==> src/rtl/mmu_pkg.sv <==
package mmu_pkg;
  localparam int AREA_W = 2;
  localparam int BANK_W = 4;
  localparam int OFFS_W = 14;
  localparam int AREAS  = 1 << AREA_W;
  localparam int PHYS_W = BANK_W + OFFS_W;
  localparam int LOG_W  = AREA_W + OFFS_W;

  typedef logic [BANK_W-1:0] bank_t;
  typedef logic [AREA_W-1:0] area_t;
  typedef logic [OFFS_W-1:0] offs_t;
  typedef logic [PHYS_W-1:0] phys_t;

  // Physical address is the bank placed above the in-area offset.
  function automatic phys_t join_phys(bank_t bank, offs_t offs);
    return {bank, offs};
  endfunction

  // The top bank bit separates ROM (upper half) from RAM (lower half).
  function automatic logic is_rom_bank(bank_t bank);
    return bank[BANK_W-1];
  endfunction

  // Identity bank for an area when translation is switched off.
  function automatic bank_t identity_bank(area_t area);
    return bank_t'(area);
  endfunction
endpackage

==> src/rtl/mmu_port_decode.sv <==
module mmu_port_decode #(
  parameter int          MATCH_LSB = 3,
  parameter int          MATCH_W   = 5,
  parameter logic [MATCH_W-1:0] MATCH_VAL = 5'b00111
) (
  input  logic [MATCH_LSB+MATCH_W-1:0] io_addr,
  input  logic                         io_req,
  input  logic                         wr,
  output logic                         cfg_wr
);
  localparam int TOP = MATCH_LSB + MATCH_W - 1;

  logic port_hit;
  assign port_hit = (io_addr[TOP:MATCH_LSB] == MATCH_VAL);
  assign cfg_wr   = io_req && wr && port_hit;
endmodule

==> src/rtl/mmu_map_regs.sv <==
module mmu_map_regs
  import mmu_pkg::*;
#(
  parameter bank_t BOOT_BANK = 4'hF
) (
  input  logic                        clk,
  input  logic                        rst_n,
  input  logic                        cfg_wr,
  input  logic                        cfg_off,
  input  area_t                       cfg_area,
  input  bank_t                       cfg_bank,
  output logic [AREAS-1:0][BANK_W-1:0] map_q,
  output logic                        bypass_q
);
  genvar gi;
  generate
    for (gi = 0; gi < AREAS; gi++) begin : g_area
      localparam bank_t RST_BANK = (gi == 0) ? BOOT_BANK : bank_t'(gi);
      logic hit;
      assign hit = cfg_wr && (cfg_area == area_t'(gi));
      always_ff @(posedge clk or negedge rst_n) begin
        if (!rst_n)   map_q[gi] <= RST_BANK;
        else if (hit) map_q[gi] <= cfg_bank;
      end
    end
  endgenerate

  always_ff @(posedge clk or negedge rst_n) begin
    if (!rst_n)      bypass_q <= 1'b0;
    else if (cfg_wr) bypass_q <= cfg_off;
  end
endmodule

==> src/rtl/mmu_xlate.sv <==
module mmu_xlate
  import mmu_pkg::*;
(
  input  logic [AREAS-1:0][BANK_W-1:0] map_q,
  input  logic                        bypass,
  input  logic [LOG_W-1:0]            log_addr,
  input  logic                        mem_req,
  input  logic                        wr,
  output phys_t                       phys_addr,
  output logic                        ram_cs,
  output logic                        rom_cs,
  output logic                        mem_we
);
  area_t area;
  bank_t bank;
  logic  to_rom;

  assign area      = log_addr[LOG_W-1:OFFS_W];
  assign bank      = bypass ? identity_bank(area) : map_q[area];
  assign phys_addr = join_phys(bank, log_addr[OFFS_W-1:0]);
  assign to_rom    = is_rom_bank(bank);
  assign ram_cs    = mem_req && !to_rom;
  assign rom_cs    = mem_req && to_rom;
  assign mem_we    = mem_req && wr && !to_rom;
endmodule

==> src/rtl/bank_mmu.sv <==
module bank_mmu
  import mmu_pkg::*;
#(
  parameter logic [4:0] PORT_MATCH = 5'b00111,
  parameter bank_t      BOOT_BANK  = 4'hF
) (
  input  logic        clk,
  input  logic        rst_n,
  input  logic [15:0] cpu_addr,
  input  logic [7:0]  cpu_data,
  input  logic        io_req,
  input  logic        mem_req,
  input  logic        wr,
  output logic [17:0] phys_addr,
  output logic        ram_cs,
  output logic        rom_cs,
  output logic        mem_we
);
  // Named internal events, visible to the bound checker.
  logic                         cfg_wr;
  logic                         bypass_q;
  logic [AREAS-1:0][BANK_W-1:0] map_q;

  mmu_port_decode #(
    .MATCH_LSB(3), .MATCH_W(5), .MATCH_VAL(PORT_MATCH)
  ) u_dec (
    .io_addr(cpu_addr[7:0]),
    .io_req (io_req),
    .wr     (wr),
    .cfg_wr (cfg_wr)
  );

  mmu_map_regs #(.BOOT_BANK(BOOT_BANK)) u_regs (
    .clk     (clk),
    .rst_n   (rst_n),
    .cfg_wr  (cfg_wr),
    .cfg_off (cpu_data[7]),
    .cfg_area(cpu_data[5:4]),
    .cfg_bank(cpu_data[3:0]),
    .map_q   (map_q),
    .bypass_q(bypass_q)
  );

  mmu_xlate u_xl (
    .map_q    (map_q),
    .bypass   (bypass_q),
    .log_addr (cpu_addr),
    .mem_req  (mem_req),
    .wr       (wr),
    .phys_addr(phys_addr),
    .ram_cs   (ram_cs),
    .rom_cs   (rom_cs),
    .mem_we   (mem_we)
  );
endmodule

==> config.mk <==
export PLATFORM = sky130hd
export DESIGN_NAME = bank_mmu
export DESIGN_NICKNAME = d
export VERILOG_FILES = /design/src/rtl/mmu_pkg.sv /design/src/rtl/mmu_port_decode.sv /design/src/rtl/mmu_map_regs.sv /design/src/rtl/mmu_xlate.sv /design/src/rtl/bank_mmu.sv
export SDC_FILE = /design/constraint.sdc
export NUM_CORES = 1
export LEC_CHECK = 0
export BUFFER_PORTS_ARGS = -buffer_cell sky130_fd_sc_hd__buf_2
export CORE_MARGIN = 4
export CORE_UTILIZATION = 25
export DETAILED_ROUTE_END_ITERATION = 8
export SKIP_LAST_GASP = 1
export SLEW_MARGIN = 20
export SYNTH_ARGS = -nofsm -noshare
export SYNTH_HDL_FRONTEND = slang
export SYNTH_HIERARCHICAL = 1
export SYNTH_SLANG_ARGS = --single-unit
==> constraint.sdc <==
create_clock -name clk -period 1.7 [get_ports clk]
set_input_delay 0.17 -clock clk [delete_from_list [all_inputs] [get_ports clk]]
set_output_delay 0.17 -clock clk [all_outputs]
set_load 0.01 [all_outputs]
# --- After elaboration in Yosys (flattened, before gate mapping) ---
# Cells that the tools add are included.
classes:
  n_lt_le_gt_ge: 1
  n_eq_ne: 4
  n_mux: 3
  n_reduce_logical: 12
ops:
  columns: ["operator", "count"]
  rows:
  - ["logical AND 1 bit", 10]
  - ["binary-select mux 4 bit (select 2 bit)", 1]
  - ["2-to-1 mux 4 bit", 2]
  - ["equality test 5 x 3 -> 1 bit (second input constant)", 1]
  - ["equality test 2 bit (second input constant)", 2]
  - ["< comparator 2 x 3 -> 1 bit (second input constant)", 1]
  - ["equality test 2 x 1 -> 1 bit (second input constant)", 1]
  - ["zero test 2 bit", 1]
  - ["zero test 1 bit", 1]
word_totals:
  register_bits: 17
  in_bits: 29
  out_inout_bits: 21

# --- Logic depth before layout (Yosys ltp) ---
# Gate-level depths: netlist (run 1).
depth:
  word_depth: 5
  ltp_mapped: 4
  mapped_depth_nobuf: 4

# --- Hierarchy ---
# Netlist (run 1), hierarchy kept.
modules_own_cells:
  columns: ["mod", "instances", "cells_per_inst", "area_each_um2", "seq_area_each_um2"]
  rows:
  - ["mmu_map_regs", 1, 38, 665.6, 435.4]
  - ["mmu_xlate", 1, 35, 292.8, 0.0]
  - ["mmu_port_decode", 1, 3, 22.5, 0.0]

# --- Worst setup path before layout (run 1) ---
# No wires, ideal clock.
synth_path:
  kind: "in2reg"
  startpoint: "input cpu_addr[7]"
  endpoint: "register u_regs/map_q[0] (netlist name)"
  arrival_ns: 1.246
  required_ns: 1.618
  slack_ns: 0.372
  cell_stages: 4
  path_buffers: 0
  path_cell_list: "nand4b_1 nor3_2 nor3b_4 mux2_2"
synth_via:
  elab_chain_len: 3
synth_rtl:
  columns: ["item", "line", "text"]
  rows:
  - ["from (decl)", "bank_mmu.sv:9", "input logic [15:0] cpu_addr,"]
  - ["equality test 5 x 3 -> 1 bit", "mmu_port_decode.sv:14", "assign port_hit = (io_addr[TOP:MATCH_LSB] == MATCH_VAL);"]
  - ["logical AND 1 bit", "mmu_port_decode.sv:15", "assign cfg_wr = io_req && wr && port_hit;"]
  - ["via cfg_wr", "bank_mmu.sv:20", "logic cfg_wr;"]
  - ["logical AND 1 bit", "mmu_map_regs.sv:20", "assign hit = cfg_wr && (cfg_area == area_t'(gi));"]
  - ["to (signal, indexed assignment)", "mmu_map_regs.sv:23", "else if (hit) map_q[gi] <= cfg_bank;"]
  - ["to (decl)", "mmu_map_regs.sv:12", "output logic [AREAS-1:0][BANK_W-1:0] map_q,"]
# The timed path passes the listed nets, and every way through them passes these cells.
# A chain may end at the register's enable or synchronous reset.

# --- Worst setup path in the final report (run 1) ---
layout_path:
  startpoint: "register u_regs/map_q[7] (netlist name)"
  endpoint: "output mem_we"
layout_via:
  elab_chain_len: 5
layout_rtl:
  columns: ["item", "line", "text"]
  rows:
  - ["binary-select mux 4 bit (select 2 bit)", "mmu_xlate.sv:19", "assign bank = bypass ? identity_bank(area) : map_q[area];"]
  - ["2-to-1 mux 4 bit (not written as such)", "mmu_xlate.sv:19", null]
  - ["2-to-1 mux 4 bit", "mmu_xlate.sv:19", null]
  - ["zero test 1 bit", "mmu_xlate.sv:24", "assign mem_we = mem_req && wr && !to_rom;"]
  - ["logical AND 1 bit", "mmu_xlate.sv:24", null]
  - ["to (decl)", "bank_mmu.sv:17", "output logic mem_we"]
# No other way between the ends. The select of a mux whose other input is x is not followed.

==> results of run 1 <==
[per-layer routing]
metal	up-vias	wire, um	GRT usage
met4	0	31	0.0355
met5	-	0	0
met2	37	878	0.128
li1	292	-	-
met3	8	220	0.0313
met1	288	901	0.100
[final cells by class]
class | instances | area share
multi-input combinational | 42 | 0.374
sequential | 17 | 0.387
timing repair buffer | 31 | 0.142
inverter | 1 | 0.00334
clock buffer | 4 | 0.0400
tap | 48 | 0.0534
[synthesized netlist by cell type, drive strengths merged (2+ instances only)]
cell	count
nor2b	3
nor2	2
mux2i	3
nand3b	2
dfstp	8
dfrtp	9
buf	15
mux2	20
[worst max path at each step]
stage | from | to | slack (ps) | depth (start not counted)
floorplan | cpu_addr[7] | u_regs/map_q[0] | 370 | 4
global placement | cpu_addr[7] | u_regs/map_q[0] | 110 | 5
detailed placement | cpu_addr[7] | u_regs/map_q[0] | 80 | 5
CTS | u_regs/map_q[7] | mem_we | 60 | 4
global route | u_regs/map_q[7] | mem_we | -10 | 4
finish | u_regs/map_q[7] | mem_we | 70 | 4
[placed cells by master (no fill, tap or decap)]
master | synthesis | layout
buf_2 | 0 | 30
mux2_2 | 18 | 18
dfrtp_1 | 9 | 9
dfstp_2 | 8 | 8
clkbuf_8 | 0 | 3
nor2b_1 | 3 | 3
mux2i_1 | 3 | 3
nand3b_1 | 2 | 2
nor2_1 | 2 | 2
clkbuf_1 | 0 | 1
dlygate4sd3_1 | 0 | 1
nand4b_1 | 1 | 1
nand2_1 | 1 | 1
nor3_2 | 1 | 1
nand3_1 | 1 | 1
nor3b_4 | 1 | 1
mux4_1 | 1 | 1
o21ai_0 | 1 | 1
o31ai_1 | 1 | 1
a2bb2oi_1 | 1 | 1
mux2_4 | 1 | 1
mux2_1 | 1 | 1
a22oi_2 | 1 | 1
inv_1 | 1 | 1
and3_1 | 1 | 1
and2_2 | 1 | 1
[cell families (layout without fill, tap and decap cells)]
| kind of cell | Yosys count | after routing | share of synthesized area |
|---|---|---|---|
| AO/OA/AOI/OAI | 4 | 4 | 0.0344 |
| flip-flops | 17 | 17 | 0.444 |
| multiplexers | 24 | 24 | 0.291 |
| buffers and inverters | 17 | 36 | 0.128 |
| AND/OR/NAND/NOR | 14 | 14 | 0.103 |
[registers in the layout, indices dropped and copies added (netlist names)]
signal / flops
u_regs/bypass_q: 1
u_regs/map_q: 16
[stage by stage]
stage / instance area (um^2) / power [uW]
2_1_floorplan: 981 / 547
3_3_place_gp: 1070 / 574
3_5_place_dp: 1070 / 577
4_1_cts: 1120 / 879
5_1_grt: 1120 / 918
6_report: 1120 / 867
[where the power goes]
group          leakage, uW  internal, uW  switching, uW
logic             0.000325          63.5           58.3
registers         0.000206           433           14.7
clock network    0.0000228           166            131
total             0.000554           663            204
[repair_timing]
action                                 4_1_cts  5_1_grt
endpoints found under the hold margin        9        0
hold buffers                                 1        0
setup buffers                                0        0
setup endpoints to repair                    0        1
==> results.json, run 1 <==
{
  "cts_buffer_depth": 2,
  "required_ps": 1530,
  "yosysUniqueCellTypes": 25,
  "hold_depth": 2,
  "core.rowCount": 22,
  "place.gp.congestion": 0.719,
  "worstPathArrival_ps": 1460,
  "syn_area_um2": 981,
  "coreArea_um2": 3720,
  "fin_cells": 143,
  "postSynthAreaPerCell_um2": 12.9,
  "grt_max_degree": 18,
  "regToRegSetupSlack_ps": 850,
  "leakagePower_uw": 0.000554,
  "yosysSeqAreaShare": 0.444,
  "tightest_slew_ps": 384,
  "slowest_stage": "dfrtp_1",
  "ys_warn_count": 6,
  "async_flop_share": 1.00,
  "peakVddDrop_mv": 0.202,
  "setup-violations-final": 0,
  "hold_path.class": "in2reg",
  "status": "completed",
  "portBuffers": 30,
  "path_max_fanout": 4,
  "diodes": 0,
  "tns_ps": 0,
  "rr_worst_depth": 1,
  "r2r_start": "u_regs/bypass_q",
  "final_core_util": 0.303,
  "place_hpwl_mm": 1.57,
  "hold_slack_ps": 158,
  "path_buf_inv": 1,
  "die_h_um": 70.6,
  "clk_latency_ps": 240,
  "synthDominantAreaCellType": "dfrtp_1",
  "cts.clk_slew.worst_paths_ps": 70,
  "cpPeakStageDelay_ps": 390,
  "synth_top_cell_area_share": 0.230,
  "area_delta_synth_final_pct": 14.7,
  "first_pass_iters": 4,
  "hold_end": "u_regs/bypass_q",
  "die-area_um2": 4990,
  "fin_skew_ps": 0,
  "endpoint_kind": "primary output",
  "first_global_vias": 668,
  "ys_ff_latch": 17,
  "final_antenna_net_count": 0,
  "hold_viol_final": 0,
  "path_class": "reg2out",
  "cts_tree": "built",
  "synthFlopType": "dfrtp_1",
  "slew_viol_final": 0,
  "drc": 0,
  "layout.nets": 125,
  "drtIter0Drc": 7,
  "power.density_nw_per_um2": 771,
  "synth_edf_count": 0,
  "fmax_mhz": 613,
  "h-tree-depth": 1,
  "track_usage": 0.0817,
  "start_util": 0.264,
  "slew_headroom": 0.744,
  "postLayoutSetupSlackWorst_ps": 70.0,
  "drt_wl_total_mm": 2.03,
  "rr_endpoint": "u_regs/bypass_q",
  "netlist_instances": 76,
  "max-cap-violations": 0,
  "avgRoutedWirePerCell_um": 14.2,
  "rsz0062_at_grt": "true",
  "fillCellCount": 382,
  "io_pins": 50,
  "overflow": 0,
  "cp_cell_sequence": "mux2_4 > a22oi_2 > and3_1 > buf_2",
  "cts.sinks": 17,
  "root_buffer": "clkbuf_8",
  "syn_nets": 105,
  "vias_per_cell": 4.37,
  "cts_inserted_buffers": 3,
  "cpLargestDelayFamily": "flip-flops",
  "fin_crit_sh": 0.959,
  "seq_area_um2": 435,
  "multi_input_area_um2": 420,
  "post-route-min-period_ps": 1630,
  "dp.cells": 138,
  "antenna_found_initial": 0,
  "cp-start-kind": "register",
  "grt_pass1_wl_mm": 3.21,
  "num_vias": 625,
  "die_w_um": 70.6,
  "dpl_worst_slack_ps": 82.7,
  "hold_start": "cpu_data[7]",
  "drive_above_1_share": 0.674,
  "ys_top_cells_by_area": "dfrtp_1 (23%), dfstp_2 (21%), mux2_2 (21%)",
  "ctsResizeCount": 0
}
No activity file was read; power rests on OpenSTA's default activity.
==> run 2: changes to the inputs <==
Settings changed: REMOVE_ABC_BUFFERS set to 1.
==> results.json, run 2 (same netlist as run 1, synthesis figures left out) <==
{
  "coreArea_um2": 3720,
  "area_delta_synth_final_pct": 15.4,
  "drtIter0Drc": 22,
  "post-route-min-period_ps": 1610,
  "place.gp.congestion": 0.809,
  "grt_pass1_wl_mm": 3.36,
  "root_buffer": "clkbuf_8",
  "fin_area_um2": 1130,
  "core.rowCount": 22,
  "hold_viol_final": 0,
  "final_common_cell": "buf_2",
  "required_ps": 1530,
  "slew_viol_final": 0,
  "endpoint_kind": "primary output",
  "leakagePower_uw": 0.000558,
  "dr.max_layer_used": "met4",
  "final_cell_mix": "buf_2 (30), mux2_2 (18), dfrtp_1 (9)",
  "cts_buffer_depth": 2,
  "fin_skew_ps": 0,
  "io_pins": 50,
  "cts_tree": "built",
  "die_h_um": 70.6,
  "final_antenna_net_count": 0,
  "grt_max_degree": 18,
  "cp-start-kind": "register",
  "peakVddDrop_mv": 0.323,
  "antenna_found_initial": 0,
  "final_core_util": 0.305,
  "start_util": 0.264,
  "tightest_slew_ps": 366,
  "place_hpwl_mm": 1.55,
  "path_class": "reg2out",
  "met1Wirelength_um": 810,
  "overflow": 0,
  "die-area_um2": 4990,
  "path_max_fanout": 4,
  "worstPathArrival_ps": 1440,
  "die_w_um": 70.6,
  "avgRoutedWirePerCell_um": 14.0,
  "tns_ps": 0,
  "dp.cells": 138,
  "wl_met3_um": 278,
  "cts.sinks": 17,
  "layout.nets": 126,
  "track_usage": 0.0844,
  "drt_wl_total_mm": 2.02,
  "num_vias": 643,
  "slew_headroom": 0.756,
  "regMostFlops": "u_regs/map_q",
  "total_power_uw": 863,
  "clk_latency_ps": 250,
  "hold_path.class": "in2reg",
  "fin_cells": 144,
  "cts.clk_slew.worst_paths_ps": 60,
  "ctsResizeCount": 0,
  "drc": 0,
  "fin_crit_sh": 0.948,
  "first_global_vias": 700,
  "dr_wl_met2_um": 927,
  "portBuffers": 30,
  "max-cap-violations": 0,
  "power.density_nw_per_um2": 763,
  "h-tree-depth": 1,
  "cts_inserted_buffers": 3,
  "vias_per_cell": 4.47,
  "placed_cell_area_um2": 1070,
  "largest_reg_flops": 16,
  "drive_above_1_share": 0.677,
  "status": "completed",
  "fmax_mhz": 620,
  "first_pass_iters": 4,
  "setup-violations-final": 0,
  "top_regs": "u_regs/map_q: 16 flops, u_regs/bypass_q: 1 flops",
  "diodes": 0
}
-- run 2: worst paths after layout --
check                                      start               end  slack [ps]  cells past startpoint
worst max-delay path             u_regs/map_q[7]            mem_we          90                      4
worst min-delay path                 cpu_data[7]   u_regs/bypass_q         160                      2
worst max register to register   u_regs/bypass_q   u_regs/bypass_q         840                      1
worst min register to register  u_regs/map_q[14]  u_regs/map_q[14]         500                      1
max in group asynchronous                  rst_n   u_regs/map_q[1]        1020                      2
min in group asynchronous                  rst_n   u_regs/map_q[8]         370                      2
-- run 2: layer usage --
metal,global-route usage,up-vias
li1,-,297
met3,0.0582,2
met4,0.0125,0
met5,0,-
met1,0.0908,301
met2,0.140,43
-- run 2: power by group --
| part | internal [uW] | leakage [uW] | switching [uW] |
|---|---|---|---|
| Sequential | 433 | 0.000206 | 14.4 |
| Combinational | 65.0 | 0.000329 | 59.6 |
| Clock | 166 | 0.0000228 | 125 |
-- run 2: what timing repair did --
| item | in CTS | in global routing |
|---|---|---|
| hold buffers | 1 | 0 |
| buffers inserted | 0 | 1 |
| endpoints found under the hold margin | 9 | 0 |
| endpoints found under the setup margin | 0 | 1 |
-- run 2: worst max-delay path: stages (launching register included) --
cell	delay (ps)
dfrtp_1	370
mux2_4	270
a22oi_2	240
and3_1	180
buf_2	130
-- run 2: through the flow --
step	hold slack [ps]	setup WS, ps
after detailed placement	107	120
after floorplan	-126	372
final	157	87.7
after CTS	151	60.1
after global placement	99.3	126
after global routing	150	-4.49
-- run 2: cell type report --
cell class	instances	area, um^2
Clock buffer	4	45.0
Fill cell	394	2580
Inverter	1	3.75
Multi-Input combinational cell	42	420
Sequential cell	17	435
Tap cell	48	60.1
Timing Repair Buffer	32	168
